--- src/rtl/pxs_pkg.sv ---
package pxs_pkg;

  localparam int STEP_W = 2;

  typedef enum logic [1:0] {
    OP_PUSH = 2'd0,
    OP_POP  = 2'd1,
    OP_XCHG = 2'd2,
    OP_LDHL = 2'd3
  } pxs_op_e;

  localparam logic [1:0] PAIR_BC = 2'd0;
  localparam logic [1:0] PAIR_DE = 2'd1;
  localparam logic [1:0] PAIR_HL = 2'd2;
  localparam logic [1:0] PAIR_AF = 2'd3;

  // index of the final byte step of each operation
  function automatic logic [STEP_W-1:0] final_step(input pxs_op_e op);
    case (op)
      OP_PUSH: final_step = 2'd1;
      OP_XCHG: final_step = 2'd3;
      default: final_step = 2'd2;
    endcase
  endfunction

  // signed address offset from the base for a given step
  function automatic logic signed [2:0] step_offset(input pxs_op_e op,
                                                    input logic [STEP_W-1:0] st);
    case (op)
      OP_PUSH: step_offset = (st == 2'd0) ? -3'sd1 : -3'sd2;
      OP_XCHG: step_offset = {2'b00, st[0]};
      default: step_offset = (st == 2'd0) ? 3'sd0 : 3'sd1;
    endcase
  endfunction

  // net stack-pointer movement on completion
  function automatic logic signed [2:0] sp_delta(input pxs_op_e op);
    case (op)
      OP_PUSH: sp_delta = -3'sd2;
      OP_POP:  sp_delta = 3'sd2;
      default: sp_delta = 3'sd0;
    endcase
  endfunction

endpackage

--- src/rtl/pxs_ctrl.sv ---
module pxs_ctrl
  import pxs_pkg::*;
#(
  parameter int AW = 16,
  parameter int PW = 16
) (
  input  logic                clk,
  input  logic                rst_n,
  input  logic                cmd_valid,
  input  logic [1:0]          cmd_op,
  input  logic [1:0]          cmd_pair,
  input  logic [AW-1:0]       cmd_addr,
  input  logic [PW-1:0]       cmd_data,
  input  logic [AW-1:0]       sp,
  output logic                busy,
  output logic                done,
  output logic                accept,
  output logic                finish,
  output pxs_op_e             op_q,
  output logic [1:0]          pair_q,
  output logic [AW-1:0]       base_q,
  output logic [PW-1:0]       data_q,
  output logic [STEP_W-1:0]   step_q
);

  assign accept = cmd_valid && !busy;
  assign finish = busy && (step_q == final_step(op_q));

  always_ff @(posedge clk) begin
    if (!rst_n) begin
      busy   <= 1'b0;
      done   <= 1'b0;
      op_q   <= OP_PUSH;
      pair_q <= '0;
      base_q <= '0;
      data_q <= '0;
      step_q <= '0;
    end else begin
      done <= 1'b0;
      if (accept) begin
        busy   <= 1'b1;
        step_q <= '0;
        op_q   <= pxs_op_e'(cmd_op);
        pair_q <= cmd_pair;
        data_q <= cmd_data;
        base_q <= (pxs_op_e'(cmd_op) == OP_LDHL) ? cmd_addr : sp;
      end else if (finish) begin
        busy <= 1'b0;
        done <= 1'b1;
      end else if (busy) begin
        step_q <= step_q + 1'b1;
      end
    end
  end

endmodule

--- src/rtl/pxs_mem_drv.sv ---
module pxs_mem_drv
  import pxs_pkg::*;
#(
  parameter int AW = 16,
  parameter int DW = 8
) (
  input  logic              busy,
  input  pxs_op_e           op_q,
  input  logic [STEP_W-1:0] step_q,
  input  logic [AW-1:0]     base_q,
  input  logic [2*DW-1:0]   data_q,
  output logic [AW-1:0]     mem_addr,
  output logic [DW-1:0]     mem_wdata,
  output logic              mem_we,
  output logic              cap_lo,
  output logic              cap_hi
);

  logic signed [2:0] off;
  logic              high_byte;
  logic              is_read_op;

  always_comb begin
    off        = step_offset(op_q, step_q);
    mem_addr   = base_q + {{(AW-3){off[2]}}, off};
    is_read_op = (op_q != OP_PUSH);
    mem_we     = busy && ((op_q == OP_PUSH) ||
                          (op_q == OP_XCHG && step_q[1]));
    high_byte  = ((op_q == OP_PUSH) && (step_q == 2'd0)) ||
                 ((op_q == OP_XCHG) && (step_q == 2'd3));
    mem_wdata  = high_byte ? data_q[2*DW-1:DW] : data_q[DW-1:0];
    cap_lo     = busy && is_read_op && (step_q == 2'd1);
    cap_hi     = busy && is_read_op && (step_q == 2'd2);
  end

endmodule

--- src/rtl/pxs_collect.sv ---
module pxs_collect
  import pxs_pkg::*;
#(
  parameter int DW = 8
) (
  input  logic            clk,
  input  logic            rst_n,
  input  logic            cap_lo,
  input  logic            cap_hi,
  input  pxs_op_e         op_q,
  input  logic [1:0]      pair_q,
  input  logic [DW-1:0]   mem_rdata,
  output logic [2*DW-1:0] res_pair,
  output logic [1:0]      res_sel
);

  logic [DW-1:0] lo_q;

  always_ff @(posedge clk) begin
    if (!rst_n) begin
      lo_q     <= '0;
      res_pair <= '0;
      res_sel  <= '0;
    end else begin
      if (cap_lo) lo_q <= mem_rdata;
      if (cap_hi) begin
        res_pair <= {mem_rdata, lo_q};
        res_sel  <= (op_q == OP_POP) ? pair_q : PAIR_HL;
      end
    end
  end

endmodule

--- src/rtl/pxs_sp_reg.sv ---
module pxs_sp_reg
  import pxs_pkg::*;
#(
  parameter int          AW       = 16,
  parameter logic [AW-1:0] SP_RESET = '0
) (
  input  logic          clk,
  input  logic          rst_n,
  input  logic          finish,
  input  pxs_op_e       op_q,
  output logic [AW-1:0] sp
);

  logic signed [2:0] delta;
  assign delta = sp_delta(op_q);

  always_ff @(posedge clk) begin
    if (!rst_n)      sp <= SP_RESET;
    else if (finish) sp <= sp + {{(AW-3){delta[2]}}, delta};
  end

endmodule

--- src/rtl/pairxfer_seq.sv ---
module pairxfer_seq
  import pxs_pkg::*;
#(
  parameter int          AW       = 16,
  parameter int          DW       = 8,
  parameter logic [AW-1:0] SP_RESET = '0
) (
  input  logic            clk,
  input  logic            rst_n,
  input  logic            cmd_valid,
  input  logic [1:0]      cmd_op,
  input  logic [1:0]      cmd_pair,
  input  logic [AW-1:0]   cmd_addr,
  input  logic [2*DW-1:0] cmd_data,
  output logic            busy,
  output logic            done,
  output logic [2*DW-1:0] res_pair,
  output logic [1:0]      res_sel,
  output logic [AW-1:0]   sp,
  output logic [AW-1:0]   mem_addr,
  output logic [DW-1:0]   mem_wdata,
  output logic            mem_we,
  input  logic [DW-1:0]   mem_rdata
);

  localparam int PW = 2 * DW;

  logic              accept;
  logic              finish;
  logic              cap_lo;
  logic              cap_hi;
  pxs_op_e           op_q;
  logic [1:0]        pair_q;
  logic [AW-1:0]     base_q;
  logic [PW-1:0]     data_q;
  logic [STEP_W-1:0] step_q;

  pxs_ctrl #(.AW(AW), .PW(PW)) u_ctrl (
    .clk(clk), .rst_n(rst_n), .cmd_valid(cmd_valid), .cmd_op(cmd_op),
    .cmd_pair(cmd_pair), .cmd_addr(cmd_addr), .cmd_data(cmd_data), .sp(sp),
    .busy(busy), .done(done), .accept(accept), .finish(finish), .op_q(op_q),
    .pair_q(pair_q), .base_q(base_q), .data_q(data_q), .step_q(step_q)
  );

  pxs_mem_drv #(.AW(AW), .DW(DW)) u_mem (
    .busy(busy), .op_q(op_q), .step_q(step_q), .base_q(base_q),
    .data_q(data_q), .mem_addr(mem_addr), .mem_wdata(mem_wdata),
    .mem_we(mem_we), .cap_lo(cap_lo), .cap_hi(cap_hi)
  );

  pxs_collect #(.DW(DW)) u_col (
    .clk(clk), .rst_n(rst_n), .cap_lo(cap_lo), .cap_hi(cap_hi), .op_q(op_q),
    .pair_q(pair_q), .mem_rdata(mem_rdata), .res_pair(res_pair),
    .res_sel(res_sel)
  );

  pxs_sp_reg #(.AW(AW), .SP_RESET(SP_RESET)) u_sp (
    .clk(clk), .rst_n(rst_n), .finish(finish), .op_q(op_q), .sp(sp)
  );

endmodule

--- config.mk ---
export PLATFORM = sky130hd
export DESIGN_NAME = pairxfer_seq
export DESIGN_NICKNAME = d
export VERILOG_FILES = /design/src/rtl/pxs_pkg.sv /design/src/rtl/pxs_ctrl.sv /design/src/rtl/pxs_mem_drv.sv /design/src/rtl/pxs_collect.sv /design/src/rtl/pxs_sp_reg.sv /design/src/rtl/pairxfer_seq.sv
export SDC_FILE = /design/constraint.sdc
export NUM_CORES = 1
export LEC_CHECK = 0
export BUFFER_PORTS_ARGS = -buffer_cell sky130_fd_sc_hd__buf_2
export CAP_MARGIN = 15
export CORE_ASPECT_RATIO = 1.4
export CORE_MARGIN = 2
export CORE_UTILIZATION = 49
export DETAILED_ROUTE_END_ITERATION = 7
export PLACE_DENSITY = 0.77
export SYNTH_ARGS = -nofsm -noshare
export SYNTH_HDL_FRONTEND = slang
export SYNTH_SLANG_ARGS = --single-unit
--- constraint.sdc ---
create_clock -name clk -period 3.62 [get_ports clk]
set_input_delay 0.724 -clock clk [delete_from_list [all_inputs] [get_ports clk]]
set_output_delay 0.724 -clock clk [all_outputs]
set_load 0.01 [all_outputs]
==> summary.md <==
| Metric | Value |
|---|---|
| Status | `finished with violations` |
| Failing checks | `negative setup slack` |
| # nets final | `approximately 700` |
| Die area | `0.009728 mm²` |
| Pin slew with the least headroom to its limit | `around 0.83 ns` |
| PortBufs | `approximately 110` |
| CTS sink cnt | `approximately 80` |
| Clock buffer count from CTS | `9` |
| Final setup vio count | `4` |
| Crit share post-route | `103.5%` |
| I/O pins | `about 110` |
| Global-route wire length before repair | `roughly 18 mm` |
| Clk slew on worst S/H paths | `~0.060 ns` |
| Max cap viols | `0` |
| Worst Path Required | `slightly below 3 ns` |
| Worst hold path class | `flip-flop to flip-flop` |
| Synth async-reset ratio | `0%` |
| Placed cell count | `about 700` |
| Initial DRC Count | `about 210` |
| H-tree Lvls | `3` |
| CP Data Arrival Time | `just over 3 ns` |
| Antenna violations before repair | `0` |
| Synth Instances | `roughly 500` |
| Die X-Extent | `roughly 84 µm` |
| Syn. warnings | `0` |
| Hpwl dp | `around 8.2 mm` |
| Primary FF master, synth | `dfxtp_1` |
| Sequential share of the synthesized area | `between 30% and 40%` |
| RSZ-0062 raised after global routing | `true` |
| Hold Vio Cnt, Final | `0` |
| Peak supply drop | `0.4063 mV` |
| Placed inst area | `0.005030 mm²` |
| Fmax | `approximately 270 MHz` |
| Total global routing overflow | `0` |
| Switching Share | `between 30% and 40%` |
| Relative slew slack | `between 40% and 50%` |
| PD cells | `432.7 mW/mm²` |
| Core outline area | `a little under 0.009 mm²` |
| Root buffer cell | `clkbuf_16` |
| Non-Filler Instances | `roughly 700` |
| Clock Path Buffers | `2` |
| Total chip power | `between 0.002 and 0.0025 W` |
| Vias in the first global route | `approximately 3.8k` |
| Syn nets | `about 600` |
| Internal | `around 0.0017 W` |
| Floorplan row count | `40` |
| Number of synthesized register bits | `81` |
| Filler Cells Inserted | `740` |
| Combinational fraction of design power | `a little under a quarter` |
| CP Capture Type | `output port` |
| Switching power | `about 0.00071 W` |
| DRT antenna net count | `0` |
| CTS tree | `built` |
| LEAKAGE | `about 2.6 nW` |
| Final wirelength | `11.26 mm` |
| Chip height | `around 120 µm` |
| Distinct cells, synth | `55` |
| Sequential power share | `approximately two fifths` |
| Number of synthesized flops with an enable pin | `0` |
| Design Area, Final | `around 0.0055 mm²` |
| Drt first pass iters | `4` |
| Post-Syn Area per Cell | `~8.7 µm²` |
| Setup crit start kind | `flip-flop` |
| Worst Skew | `around 0.0064 ns` |
| Layout area overhead | `24.89%` |
| Vias/cell | `5.588` |
| Share of power burned in the clock network | `roughly 37%` |
| Mapped cell area | `about 0.0044 mm²` |
| Wire per inst | `approximately 16 µm` |
| Clock Latency Late Sink | `about 0.34 ns` |
| Slew Limit Fails | `0` |
| Initial core utilization | `approximately half` |
| Gr usage total | `a little under a quarter` |
| Setup slack, reg-to-reg | `~0.55 ns` |
| Fin worst setup slack | `-0.1250 ns` |
| Residual DRC | `0` |
| Via Count | `around 4.0k` |
| Worst Path Max Fanout | `3` |
| Fraction of layout cells with a size suffix above 1 | `between 20% and 30%` |
| Antenna cell count | `0` |
| Routability cong. | `0.9052` |
| Tmin final | `3.745 ns` |
| Largest net degree at the start of global routing | `35` |
| Critical path type | `flip-flop to output port` |
## placed cells by master (no fill, tap or decap), types with 4 or more instances in the layout
cell type,instances
buf_2,106
nand2_1,83
dfxtp_1,78
a21oi_1,44
ha_1,30
mux2i_1,26
nor2_1,24
a22o_1,20
xnor2_1,17
o21ai_0,15
buf_4,14
a21o_1,12
o21ai_1,12
nand3_1,11
inv_1,10
clkbuf_16,9
mux2_2,8
a211oi_1,7
inv_2,4
xor2_1,4
## cell type report
class	instances	area, µm²	share of cell area, %
clock buffer	10	239.0	4.366
clock inverter	6	48.80	0.8914
inverter	15	63.81	1.166
multi-input combinational	383	2719	49.67
sequential	81	1625	29.69
tap	105	131.4	2.400
timing repair buffer	121	646.9	11.82
## state kept, by name, summed over array words and instances (netlist names)
signal / cells
u_ctrl.pair_q: 2
u_col.res_pair: 16
u_ctrl.busy: 1
u_ctrl.data_q: 16
u_ctrl.done: 1
u_ctrl.op_q: 2
u_ctrl.base_q: 16
u_col.res_sel: 2
u_ctrl.step_q: 2
u_sp.sp: 15
u_col.lo_q: 8
## cells by family after synthesis
kind of cell | count (synthesis) | share of synthesized area, %
buffers and inverters | 37 | 3.369
flip-flops | 81 | 37.00
AO/OA/AOI/OAI | 145 | 22.30
adder cells (fa/ha/maj) | 35 | 10.33
other | 1 | 0.08556
multiplexers | 34 | 7.993
AND/OR/NAND/NOR | 147 | 14.73
XOR/XNOR | 21 | 4.196
## Yosys cell counts, types with 3 or more instances
cell / instances / area [µm²]
ha_1: 33 / 412.9
a211o_1: 3 / 26.28
and3_1: 3 / 18.77
buf_2: 4 / 20.02
dfxtp_1: 81 / 1622
inv_1: 13 / 48.80
a211oi_1: 8 / 60.06
nand3_1: 11 / 55.05
nand2_1: 83 / 311.6
o21bai_1: 3 / 22.52
o31ai_1: 4 / 30.03
nor3_1: 4 / 20.02
a21oi_1: 46 / 230.2
o21ai_0: 15 / 75.07
nor2b_1: 4 / 25.02
nand2b_1: 4 / 25.02
o21a_1: 3 / 22.52
a21o_1: 12 / 90.09
o211ai_1: 3 / 22.52
xor2_1: 4 / 35.03
or2_1: 3 / 18.77
nor2_1: 24 / 90.09
mux2_2: 8 / 90.09
mux2i_1: 26 / 260.3
xnor2_1: 17 / 148.9
clkbuf_1: 17 / 63.81
a22o_1: 20 / 175.2
o21ai_1: 12 / 60.06
## power groups by stage
stage | Combinational (W) | Sequential, W | Clock [W]
global placement | 0.000505 | 0.000959 | 0
finish | 0.000558 | 0.000942 | 0.000869
floorplan | 0.000359 | 0.000955 | 0
CTS | 0.000538 | 0.000942 | 0.000886
detailed placement | 0.000517 | 0.000960 | 0
global route | 0.000609 | 0.000944 | 0.000924
## through the flow
step	setup WS, ns	hold WS [ns]	util (%)	TNS [ns]
after detailed placement	-0.02852	0.4470	58.09	-0.02852
after floorplan	0.03723	0.4297	-	0
after global placement	0.08189	0.4382	58.09	0
final	-0.1250	0.4535	63.22	-0.3076
after global routing	-0.2310	0.4689	63.22	-1.002
after CTS	-0.1608	0.4566	62.46	-0.5429
## per-layer routing
metal / track usage [%] / vias to the layer above / routed length, µm
met5: 0 / - / 0
met4: 9.677 / 0 / 282
met3: 5.057 / 25 / 583
met2: 40.43 / 122 / 5673
met1: 27.96 / 1866 / 4724
li1: - / 2016 / -
## critical path, cell delays in order (launching register included)
cell and delay, ns:
dfxtp_2 0.32, inv_2 0.08, ha_4 0.13, nor2b_4 0.15, a211oi_2 0.04, a21oi_1 0.13, ha_2 0.22, inv_2 0.04
fa_2 0.34, nand2b_4 0.17, a21oi_4 0.16, nor3_4 0.05, o311a_1 0.37, a211o_1 0.27, nand3_1 0.07, buf_2 0.13
## path summary, 6_finish.rpt
check | cells past startpoint | to | from
worst max-delay path | 15 | mem_addr[14] | u_ctrl.step_q[1]
worst max register to register | 10 | u_sp.sp[15] | u_ctrl.op_q[1]
worst min-delay path | 2 | u_col.res_pair[14] | u_col.res_pair[14]
worst min register to register | 2 | u_col.res_pair[14] | u_col.res_pair[14]
## what timing repair did
action | in CTS | in global routing
hold buffers | 0 | 0
resized for setup | 17 | 10
endpoints found under the setup margin | 7 | 7
setup buffers | 3 | 3
pin swaps | 12 | 10
Note: power is estimated with default switching activity, not from simulation.
